**src/rtl/sat_dsp_alu.sv**
```systemverilog
module sat_dsp_alu #(
  parameter int W = 16
) (
  input  logic         clk,
  input  logic         rst_n,
  input  logic [2:0]   op_sel,
  input  logic [W-1:0] op_a,
  input  logic [W-1:0] op_b,
  output logic [W-1:0] result
);
  localparam int EW = W + 2;
  localparam logic [2:0] OP_ADD = 3'd0, OP_SUB = 3'd1, OP_SADD = 3'd2, OP_SSUB = 3'd3,
                         OP_AVG = 3'd4, OP_ABSSUM = 3'd5, OP_ABSDIF = 3'd6, OP_RSV = 3'd7;
  localparam logic signed [EW-1:0] SMAX = EW'((1 << (W-1)) - 1);
  localparam logic signed [EW-1:0] SMIN = -SMAX - EW'(1);

  logic signed [EW-1:0] ax, bx, pa, pb, sum, mag;
  logic                 sub, use_abs;
  logic [W-1:0]         clamped, nxt;

  assign ax      = {{2{op_a[W-1]}}, op_a};
  assign bx      = {{2{op_b[W-1]}}, op_b};
  assign use_abs = (op_sel == OP_ABSSUM);
  assign sub     = (op_sel == OP_SUB) || (op_sel == OP_SSUB) || (op_sel == OP_ABSDIF);

  assign pa  = (use_abs && ax[EW-1]) ? -ax : ax;
  assign pb  = (use_abs && bx[EW-1]) ? -bx : bx;
  assign sum = pa + (sub ? ~pb : pb) + {{(EW-1){1'b0}}, sub};
  assign mag = ((op_sel == OP_ABSDIF) && sum[EW-1]) ? -sum : sum;

  always_comb begin
    if (mag > SMAX)      clamped = SMAX[W-1:0];
    else if (mag < SMIN) clamped = SMIN[W-1:0];
    else                 clamped = mag[W-1:0];
  end

  always_comb begin
    case (op_sel)
      OP_ADD, OP_SUB: nxt = sum[W-1:0];
      OP_AVG:         nxt = sum[W:1];
      OP_RSV:         nxt = '0;
      default:        nxt = clamped;
    endcase
  end

  always_ff @(posedge clk or negedge rst_n) begin
    if (!rst_n) result <= '0;
    else        result <= nxt;
  end

  logic primed;
  always_ff @(posedge clk or negedge rst_n) begin
    if (!rst_n) primed <= 1'b0;
    else        primed <= 1'b1;
  end

  AST_SUB_INVERSE: assert property (@(posedge clk) disable iff (!rst_n)
    (primed && $past(op_sel) == OP_SUB) |-> (W'(result + $past(op_b)) == $past(op_a)));
  AST_SADD_NO_WRAP: assert property (@(posedge clk) disable iff (!rst_n)
    (primed && $past(op_sel) == OP_SADD && !$past(op_a[W-1]) && !$past(op_b[W-1])) |-> !result[W-1]);
  AST_SSUB_NO_WRAP: assert property (@(posedge clk) disable iff (!rst_n)
    (primed && $past(op_sel) == OP_SSUB && !$past(op_a[W-1]) && $past(op_b[W-1])) |-> !result[W-1]);
  AST_AVG_BOUNDED: assert property (@(posedge clk) disable iff (!rst_n)
    (primed && $past(op_sel) == OP_AVG) |->
      (($signed(result) >= $signed($past(op_a)) || $signed(result) >= $signed($past(op_b))) &&
       ($signed(result) <= $signed($past(op_a)) || $signed(result) <= $signed($past(op_b)))));
  AST_ABSSUM_NONNEG: assert property (@(posedge clk) disable iff (!rst_n)
    (primed && $past(op_sel) == OP_ABSSUM) |-> !result[W-1]);
  AST_ABSDIF_NONNEG: assert property (@(posedge clk) disable iff (!rst_n)
    (primed && $past(op_sel) == OP_ABSDIF) |-> !result[W-1]);
  AST_RSV_ZERO: assert property (@(posedge clk) disable iff (!rst_n)
    (primed && $past(op_sel) == OP_RSV) |-> (result == '0));
endmodule

```
**config.mk**
```make
export PLATFORM = sky130hd
export DESIGN_NAME = sat_dsp_alu
export DESIGN_NICKNAME = d
export VERILOG_FILES = /design/src/rtl/sat_dsp_alu.sv
export SDC_FILE = /design/constraint.sdc
export NUM_CORES = 1
export LEC_CHECK = 0
export ABC_AREA = 1
export BUFFER_PORTS_ARGS = -buffer_cell sky130_fd_sc_hd__buf_2
export CORE_ASPECT_RATIO = 2
export CORE_MARGIN = 1.5
export CORE_UTILIZATION = 46
export DETAILED_ROUTE_END_ITERATION = 10
export PLACE_DENSITY = 0.64
export SLEW_MARGIN = 10
export SYNTH_ARGS = -nofsm -noshare
export SYNTH_HDL_FRONTEND = slang
export SYNTH_SLANG_ARGS = --single-unit
```
**constraint.sdc**
```tcl
create_clock -name clk -period 0.8 [get_ports clk]
set_input_delay 0.16 -clock clk [delete_from_list [all_inputs] [get_ports clk]]
set_output_delay 0.16 -clock clk [all_outputs]
set_load 0.005 [all_outputs]
```
==> results.cfg, run 1 <==
[clocking]
cts_tree = built
numCtsBuffers = 3
cts_root_buf = clkbuf_16
cts.sinks = 16
h-tree-depth = 1
clk_pin_slew_ns = 0.05
clk_path_buf_depth = 2

[drt]
drtAntennaViolNets = 0
via_per_inst = 5.15
dr.pass1.iters = 4
drc = 0
dr.first_iter.drc_count = 158
routed_wl_um = 12100
dr_total_vias = 4405
wl_per_cell_um = 14.2

[outcome]
violations = setup timing
status = complete, but fails checks

[sta]
period_minus_slack_ns = 3.48
timing.fmax_mhz = 287
rsz0062_at_grt = true
worst_slack_ns = -2.68
setup_violations = 32
relSlewSlack_pct = 69.4
hold_ws_ns = 0.357
drv_slew = 0
worst_pin_slew_ns = 0.459
fin_tns_setup_ns = -43.53
hold_violations = 0
finalCritPeriodShare_pct = 435

[critical_path]
critPathSlowestCell = nor2_4
worst_path_most_repeated_cell = nand2_1
cp.required_ns = 0.93
start_kind = input pin
path_max_fanout = 7
cpPeakStageDelay_ns = 0.27
worstPathArrival_ns = 3.61
end_kind = flip-flop
path_class = input pin to flip-flop

[logic_synthesis]
synth_seq_area_share_pct = 11.9
async_flop_share_pct = 100
synthFlopType = dfrtp_1
avgSynthCellArea_um2 = 6.11
synth_area_leaders = nand2_1 16%, xor2_1 13%, dfrtp_1 12%
synth_top_area_share_pct = 16.1
synth.distinct_cells = 41
yosys_register_bits = 16
syn_inst = 548
ys_warn_count = 0
syn_area_mm2 = 0.00335
synth_top_area_cell = nand2_1
synth.net_count = 605
synth-edff-count = 0

[power]
p_clk_share_pct = 8.2
switching_power_w = 0.00547
ir_worst_vdd_uv = 717
leakagePower_nw = 3.07
cellPowerDensity_mw_per_mm2 = 1990
seqPwrFrac_pct = 10.7
power.internal_w = 0.00612
combPwrFrac_pct = 81.1
p_sw_share_pct = 47.2

[cells_and_area]
final_cells = 855
drive_gt1_share_pct = 51.8
nets = 824
area_growth_pct = 74.0
layout.cells.most_common = buf_4
largestRegisters = result (16)
regMostFlops = result
antenna_cells = 0
fin_util_pct = 83.4
layout_common_cells = 160 x buf_4, 114 x nand2_1, 78 x inv_1
largest_register_ff_count = 16

[floorplan]
core_mm2 = 0.00699
floorplan.io_pins = 53
die_area_mm2 = 0.00784
dieHeight_um = 124
fp.dieW_um = 63.4
num_rows = 43
start_util_pct = 47.9

[placed_design]
place_ws_ns = -3.21
routabilityCongestion = 0.841
port_buffers = 52
dpl.hpwl_um = 8520
place_inst = 822

[grt]
grt.total_usage_pct = 29.7
grt_max_degree = 17
grt_pass1_vias = 4510
antenna_found_initial = 0
grt_pass1_wl_um = 18600
gr-total-overflow = 0

[min_path]
min_path_type = input pin to asynchronous set/reset pin

[flow_run]
drv_cap = 0
==> through the flow <==
stage               area, um2  power [W]
floorplan                3580    0.00588
global placement         4930    0.00850
detailed placement       4930    0.00867
CTS                      5620     0.0108
global route             5830     0.0124
finish                   5830     0.0116
==> routing by layer <==
metal	GRT usage, %	wire length (um)
met4	23.5	954
met2	66.1	7330
met5	0	0
met1	21.3	3580
met3	1.26	254
==> critical path, delay by kind of cell <==
| family | cells | cell delay [ns] |
|---|---|---|
| simple gates | 16 | 1.60 |
| buf+inv | 8 | 0.84 |
| compound gates | 2 | 0.38 |
| xor+xnor | 2 | 0.36 |
| fa+ha+maj | 1 | 0.25 |
==> worst max-delay path by stage <==
stage,from,to,slack [ns],cells after the start
2_1_floorplan,op_b[0],result[12],-2.37,31
3_3_place_gp,op_b[0],result[1],-3.07,27
3_5_place_dp,op_b[0],result[0],-3.21,27
4_1_cts,op_b[5],result[0],-2.55,33
5_1_grt,op_a[0],result[0],-2.90,27
6_report,op_sel[1],result[6],-2.68,29
==> area by class of cell <==
class	instances	area, um2
well taps	90	113
fillers	442	1160
repair buffers	220	1610
inverters	95	403
clock buffers	3	75.1
flip-flops and latches	16	400
multi-input cells	431	3230
==> kinds of logic (layout without fill, tap and decap cells) <==
logic type      after synthesis  in the layout  share of synthesized area [%]
flops                        16             16                           11.9
xor+xnor                     59             59                           16.0
fa+ha+maj                    20             20                           7.69
compound gates               68             69                           12.1
simple gates                282            283                           40.0
buf+inv                     103            318                           12.3
==> cell usage after synthesis, types with 2 or more instances <==
cell / instances
xor2_1: 50
o21ai_2: 3
dfrtp_1: 16
buf_2: 2
clkbuf_1: 2
nand2_1: 144
nor4_1: 3
inv_2: 7
nor2_2: 4
o31ai_1: 4
o22ai_1: 14
nand2_4: 9
xnor2_1: 8
a21o_1: 2
ha_1: 19
o21ai_0: 23
nor3_1: 10
inv_1: 87
a21oi_1: 16
nand2_2: 29
nand3_1: 21
nor2_1: 48
nand3_2: 5
nand4_1: 3
a21oi_2: 2
nand3b_1: 2
==> power by group through the flow <==
stage,logic [W],registers [W],clock network (W)
finish,0.00940,0.00124,0.000946
global route,0.0101,0.00128,0.000961
CTS,0.00866,0.00125,0.000942
detailed placement,0.00742,0.00125,0
global placement,0.00725,0.00125,0
floorplan,0.00454,0.00133,0
==> what timing repair did <==
item | 4_1_cts | 5_1_grt
endpoints found under the hold margin | 16 | 0
setup endpoints to repair | 32 | 32
gates cloned | 2 | 0
pin swaps | 39 | 19
gates resized for setup | 106 | 37
setup buffers | 20 | 7
hold buffers | 1 | 0
Power figures use the tool's default switching activity.
==> inputs of run 2 (changes only) <==
--- a/config.mk
+++ b/config.mk
@@ -7,11 +7,13 @@
 export LEC_CHECK = 0
 export ABC_AREA = 1
 export BUFFER_PORTS_ARGS = -buffer_cell sky130_fd_sc_hd__buf_2
+export CELL_PAD_IN_SITES_DETAIL_PLACEMENT = 1
+export CELL_PAD_IN_SITES_GLOBAL_PLACEMENT = 1
 export CORE_ASPECT_RATIO = 2
 export CORE_MARGIN = 1.5
-export CORE_UTILIZATION = 46
+export CORE_UTILIZATION = 41
 export DETAILED_ROUTE_END_ITERATION = 10
-export PLACE_DENSITY = 0.64
+export PLACE_DENSITY = 0.8
 export SLEW_MARGIN = 10
 export SYNTH_ARGS = -nofsm -noshare
 export SYNTH_HDL_FRONTEND = slang
==> results.cfg, run 2 <==
[floorplan]
start_util_pct = 42.2
floorplan.io_pins = 53
fp.dieW_um = 66.9
num_rows = 46
dieHeight_um = 131

[logic_synthesis]
synth_most_common_cell = nand2_1
async_flop_share_pct = 100
synth_top_area_share_pct = 16.1
synth_top_area_cell = nand2_1
synth_seq_area_share_pct = 11.9
avgSynthCellArea_um2 = 6.11
synthFlopType = dfrtp_1
ys_warn_count = 0
syn_area_mm2 = 0.00335
synth.distinct_cells = 41
synth_common_cells = 144 x nand2_1, 87 x inv_1, 50 x xor2_1
synth.net_count = 605
synth_area_leaders = nand2_1 16%, xor2_1 13%, dfrtp_1 12%
syn_inst = 548
yosys_register_bits = 16
synth-edff-count = 0

[clocking]
cts_root_buf = clkbuf_16
post_cts_buffers = 32
cts.sinks = 16
clk_path_buf_depth = 2
ctsHoldBuffers = 1
h-tree-depth = 1
numCtsBuffers = 3
ctsResizeCount = 131

[outcome]
haltStage = clock tree synthesis (4_1_cts)
error = [ERROR DPL-0033] detailed placement checks failed during check placement.
status = aborted with a tool error

[placed_design]
dpl.hpwl_um = 12400
port_buffers = 52
dpl-instance-area_mm2 = 0.00492
routabilityCongestion = 0.876
## run 2: metrics by stage
stage                     worst slack (ns)  setup TNS, ns  instances  hold WS, ns
after floorplan                      -2.37         -37.05        548       -0.136
after global placement               -3.11         -49.00        826       0.0764
after detailed placement             -3.36         -52.93        826       0.0808
## run 2: cells by family after synthesis
family	Yosys count	share of synthesized area [%]
compound gates	68	12.1
simple gates	282	40.0
fa+ha+maj	20	7.69
xor+xnor	59	16.0
flops	16	11.9
buf+inv	103	12.3
==> inputs of run 3 (changes only) <==
--- a/config.mk
+++ b/config.mk
@@ -7,13 +7,10 @@
 export LEC_CHECK = 0
 export ABC_AREA = 1
 export BUFFER_PORTS_ARGS = -buffer_cell sky130_fd_sc_hd__buf_2
-export CELL_PAD_IN_SITES_DETAIL_PLACEMENT = 1
-export CELL_PAD_IN_SITES_GLOBAL_PLACEMENT = 1
-export CORE_ASPECT_RATIO = 2
 export CORE_MARGIN = 1.5
-export CORE_UTILIZATION = 41
+export CORE_UTILIZATION = 31
 export DETAILED_ROUTE_END_ITERATION = 10
-export PLACE_DENSITY = 0.8
+export PLACE_DENSITY_LB_ADDON = 0.15
 export SLEW_MARGIN = 10
 export SYNTH_ARGS = -nofsm -noshare
 export SYNTH_HDL_FRONTEND = slang
==> results.cfg, run 3 (synthesis results as in run 1) <==
[placed_design]
routabilityCongestion = 0.795
dpl-instance-area_mm2 = 0.00504
place_inst = 873
dpl.hpwl_um = 8030
port_buffers = 52

[cells_and_area]
stdcell_area_mm2 = 0.00578
drive_gt1_share_pct = 49.9
largestRegisters = result (16)
layout_common_cells = 159 x buf_4, 117 x nand2_1, 75 x inv_1
largest_register_ff_count = 16
fillCellCount = 1016
final_cells = 900
antenna_cells = 0
area_growth_pct = 72.6
multi_input_area_mm2 = 0.00314
nets = 822
regMostFlops = result
layout.cells.most_common = buf_4
area.sequential_um2 = 400

[critical_path]
path_class = input pin to flip-flop
cpPeakStageDelay_ns = 0.38
critPathSlowestCell = a221oi_4
end_kind = flip-flop
cp.required_ns = 0.93
start_kind = input pin
crit_path_start = op_a[1]
path_max_fanout = 8
worst_path_most_repeated_cell = nand2_4
worstPathArrival_ns = 3.56

[floorplan]
start_util_pct = 32.2
floorplan.io_pins = 53
fp.dieW_um = 107
dieHeight_um = 107
die_area_mm2 = 0.0114
num_rows = 37
core_mm2 = 0.0104

[min_path]
min_path_type = input pin to asynchronous set/reset pin

[drt]
drc = 0
drtAntennaViolNets = 0
highest_layer = met4
met3_length_um = 216
via_per_inst = 4.38
met2WireLength_um = 5230
routed_wl_um = 9730
dr_total_vias = 3939
wl_met1_um = 4110
wl_per_cell_um = 10.8
dr.first_iter.drc_count = 43
dr.pass1.iters = 4

[outcome]
violations = setup timing
status = complete, but fails checks

[clocking]
h-tree-depth = 1
cts_root_buf = clkbuf_8
clk_pin_slew_ns = 0.06
cts.sinks = 16
cts_tree = built
clk_path_buf_depth = 2
numCtsBuffers = 3

[sta]
finalCritPeriodShare_pct = 429
relSlewSlack_pct = 71.7
worst_pin_slew_ns = 0.424
hold_violations = 0
setup_violations = 32
worst_slack_ns = -2.63
period_minus_slack_ns = 3.43
rsz0062_at_grt = true
drv_slew = 0
timing.fmax_mhz = 292

[grt]
grt_max_degree = 17
gr-total-overflow = 0
antenna_found_initial = 0
grt.total_usage_pct = 17.2
grt_pass1_vias = 3926
grt_pass1_wl_um = 16600

[power]
power_w = 0.0110
ir_worst_vdd_uv = 1330
leakagePower_nw = 3.03
cellPowerDensity_mw_per_mm2 = 1900

[flow_run]
drv_cap = 0
-- run 3: stage by stage --
step / hold WS [ns] / TNS [ns] / setup WS, ns / util [%]
after floorplan: -0.136 / -37.05 / -2.37 / -
after global placement: 0.0718 / -49.15 / -3.10 / 48.4
after detailed placement: 0.0780 / -48.86 / -3.08 / 48.4
after CTS: 0.356 / -41.04 / -2.50 / 52.5
after global routing: 0.378 / -47.15 / -2.87 / 55.5
final: 0.340 / -42.73 / -2.63 / 55.5
-- run 3: worst max-delay path: cells and delay by family --
kind | cells | cell delay (ns)
AO/OA/AOI/OAI | 4 | 0.90
XOR/XNOR | 1 | 0.15
adder cells (fa/ha/maj) | 2 | 0.47
buffers and inverters | 5 | 0.53
AND/OR/NAND/NOR | 15 | 1.31
-- run 3: timing repair --
action	in CTS	in global routing
endpoints found under the hold margin	16	0
hold buffers	1	0
gates resized for setup	48	65
cloned	1	1
pin swaps	21	35
endpoints found under the setup margin	32	32
setup buffers	14	6
-- run 3: metal layers --
layer	vias to the layer above	track usage [%]
met5	-	0
met4	0	3.71
met3	13	0.547
met2	60	33.9
met1	1720	20.6
li1	2146	-
-- run 3: final cells by class --
cell class	count	area share [%]
Clock buffer	4	0.952
Multi-Input combinational cell	430	54.3
Sequential cell	16	6.92
Inverter	95	6.77
Timing Repair Buffer	219	28.1
Tap cell	136	2.94
-- run 3: final timing paths --
check / end / cells past startpoint
max: result[0] / 27
min: result[1] / 2
max in group asynchronous: result[12] / 2
min in group clk: result[0] / 8
-- run 3: where the power goes --
| group | internal, W | switching [W] | leakage, nW |
|---|---|---|---|
| Combinational | 0.00442 | 0.00462 | 2.81 |
| Clock | 0.000436 | 0.000245 | 0.0288 |
| Sequential | 0.00117 | 0.0000740 | 0.190 |
==> inputs of run 4 (changes only) <==
--- a/config.mk
+++ b/config.mk
@@ -7,11 +7,11 @@
 export LEC_CHECK = 0
 export ABC_AREA = 1
 export BUFFER_PORTS_ARGS = -buffer_cell sky130_fd_sc_hd__buf_2
-export CORE_MARGIN = 1.5
+export CORE_MARGIN = 4
 export CORE_UTILIZATION = 31
 export DETAILED_ROUTE_END_ITERATION = 10
 export PLACE_DENSITY_LB_ADDON = 0.15
-export SLEW_MARGIN = 10
+export SLEW_MARGIN = 15
 export SYNTH_ARGS = -nofsm -noshare
 export SYNTH_HDL_FRONTEND = slang
 export SYNTH_SLANG_ARGS = --single-unit
==> results.cfg, run 4 (synthesis results as in run 1) <==
[power]
cellPowerDensity_mw_per_mm2 = 1880
power_w = 0.0117
ir_worst_vdd_uv = 1270
leakagePower_nw = 3.16

[clocking]
cts.sinks = 16
cts_root_buf = clkbuf_8
clk_pin_slew_ns = 0.05
h-tree-depth = 1
cts_tree = built
numCtsBuffers = 3
clk_path_buf_depth = 2

[cells_and_area]
drive_gt1_share_pct = 55.9
largestRegisters = result (16)
fin_util_pct = 59.6
fillCellCount = 944
largest_register_ff_count = 16
area_growth_pct = 85.1
regMostFlops = result
stdcell_area_mm2 = 0.00620
layout.cells.most_common = buf_4
nets = 834
layout_common_cells = 162 x buf_4, 105 x nand2_1, 75 x inv_1
antenna_cells = 0

[critical_path]
path_max_fanout = 8
cp.required_ns = 0.93
path_class = input pin to flip-flop
start_kind = input pin
worstPathArrival_ns = 3.56
end_kind = flip-flop

[floorplan]
fp.dieW_um = 112
dieHeight_um = 112
start_util_pct = 32.2
core_mm2 = 0.0104
floorplan.io_pins = 53
die_area_mm2 = 0.0125
num_rows = 37

[sta]
finalCritPeriodShare_pct = 429
rsz0062_at_grt = true
worst_pin_slew_ns = 0.459
worst_slack_ns = -2.64
relSlewSlack_pct = 69.4
hold_violations = 0
period_minus_slack_ns = 3.44
timing.fmax_mhz = 291
drv_slew = 0
setup_violations = 32

[grt]
grt.total_usage_pct = 15.5
grt_pass1_vias = 3924
antenna_found_initial = 0
grt_pass1_wl_um = 16800
grt_max_degree = 17
gr-total-overflow = 0

[placed_design]
port_buffers = 52
routabilityCongestion = 0.883
dpl-instance-area_mm2 = 0.00502
place_ws_ns = -3.02
dpl.hpwl_um = 8110

[drt]
drc = 0
dr_total_vias = 4036
via_per_inst = 4.43
routed_wl_um = 10700
wl_per_cell_um = 11.7
dr.pass1.iters = 4
drtAntennaViolNets = 0
dr.first_iter.drc_count = 95

[outcome]
violations = setup timing
status = complete, but fails checks

[min_path]
min_path_type = input pin to asynchronous set/reset pin

[flow_run]
drv_cap = 0
run 4: changes by cell type in the layout (fill, tap and decap cells not counted), moves of 7 or more:
cell     previous run  this run
xor2_1             47        40
buf_6               8        16
nand2_1           117       105
nand2_2            48        55
xor2_2              3        10
run 4: per-stage QoR:
step | hold WS, ns | std cells | TNS (ns)
3_3_place_gp | 0.0710 | 872 | -46.99
4_1_cts | 0.361 | 897 | -40.88
2_1_floorplan | -0.136 | 548 | -37.05
6_report | 0.347 | 911 | -42.64
5_1_grt | 0.388 | 911 | -47.03
3_5_place_dp | 0.0767 | 872 | -47.87
run 4: final timing paths:
path | from | to | slack, ns | depth (start not counted)
setup / recovery | op_a[1] | result[0] | -2.64 | 26
hold / removal | rst_n | result[8] | 0.35 | 2
max in group asynchronous | rst_n | result[7] | 0.21 | 2
min in group clk | op_sel[1] | result[1] | 0.61 | 6
run 4: metal layers:
metal | vias to the layer above | wire [um] | global-route usage [%]
met5 | - | 0 | 0
met4 | 0 | 177 | 4.57
met3 | 16 | 310 | 1.20
met2 | 68 | 5640 | 29.4
met1 | 1784 | 4530 | 18.6
li1 | 2168 | - | -
run 4: critical path, stage by stage:
cell and delay [ns]:
buf_8 0.10, buf_6 0.11, nor3_4 0.18, buf_6 0.12, nand4_1 0.12, nand3b_1 0.24
nand2_2 0.10, o21ai_2 0.07, xor2_1 0.15, ha_1 0.36, buf_4 0.16, buf_6 0.12
nand2_4 0.05, nor2_1 0.05, nor2_2 0.14, nand2_4 0.08, xor2_4 0.23, inv_2 0.08
nor3_4 0.21, nor2_4 0.08, nor2_4 0.28, nand2_8 0.12, nand2_1 0.10, nand2_2 0.04
nand2_1 0.05, nand2_1 0.05
run 4: where the power goes:
group	total, W	internal, W	switching, W
clock	0.000549	0.000332	0.000217
sequential	0.00123	0.00117	0.0000678
combinational	0.00991	0.00486	0.00505
run 4: cell type report:
class | count | area [um2] | share of cell area [%]
flip-flops and latches | 16 | 400 | 6.45
multi-input cells | 431 | 3490 | 56.2
well taps | 136 | 170 | 2.74
inverters | 95 | 399 | 6.43
repair buffers | 230 | 1710 | 27.5
clock buffers | 3 | 41.3 | 0.666
run 4: timing repair:
action	CTS	global route
setup endpoints to repair	32	32
buffers inserted	20	14
resized for setup	82	101
hold endpoints to repair	16	0
hold buffers	1	0
cloned	2	1
pin swaps	22	50
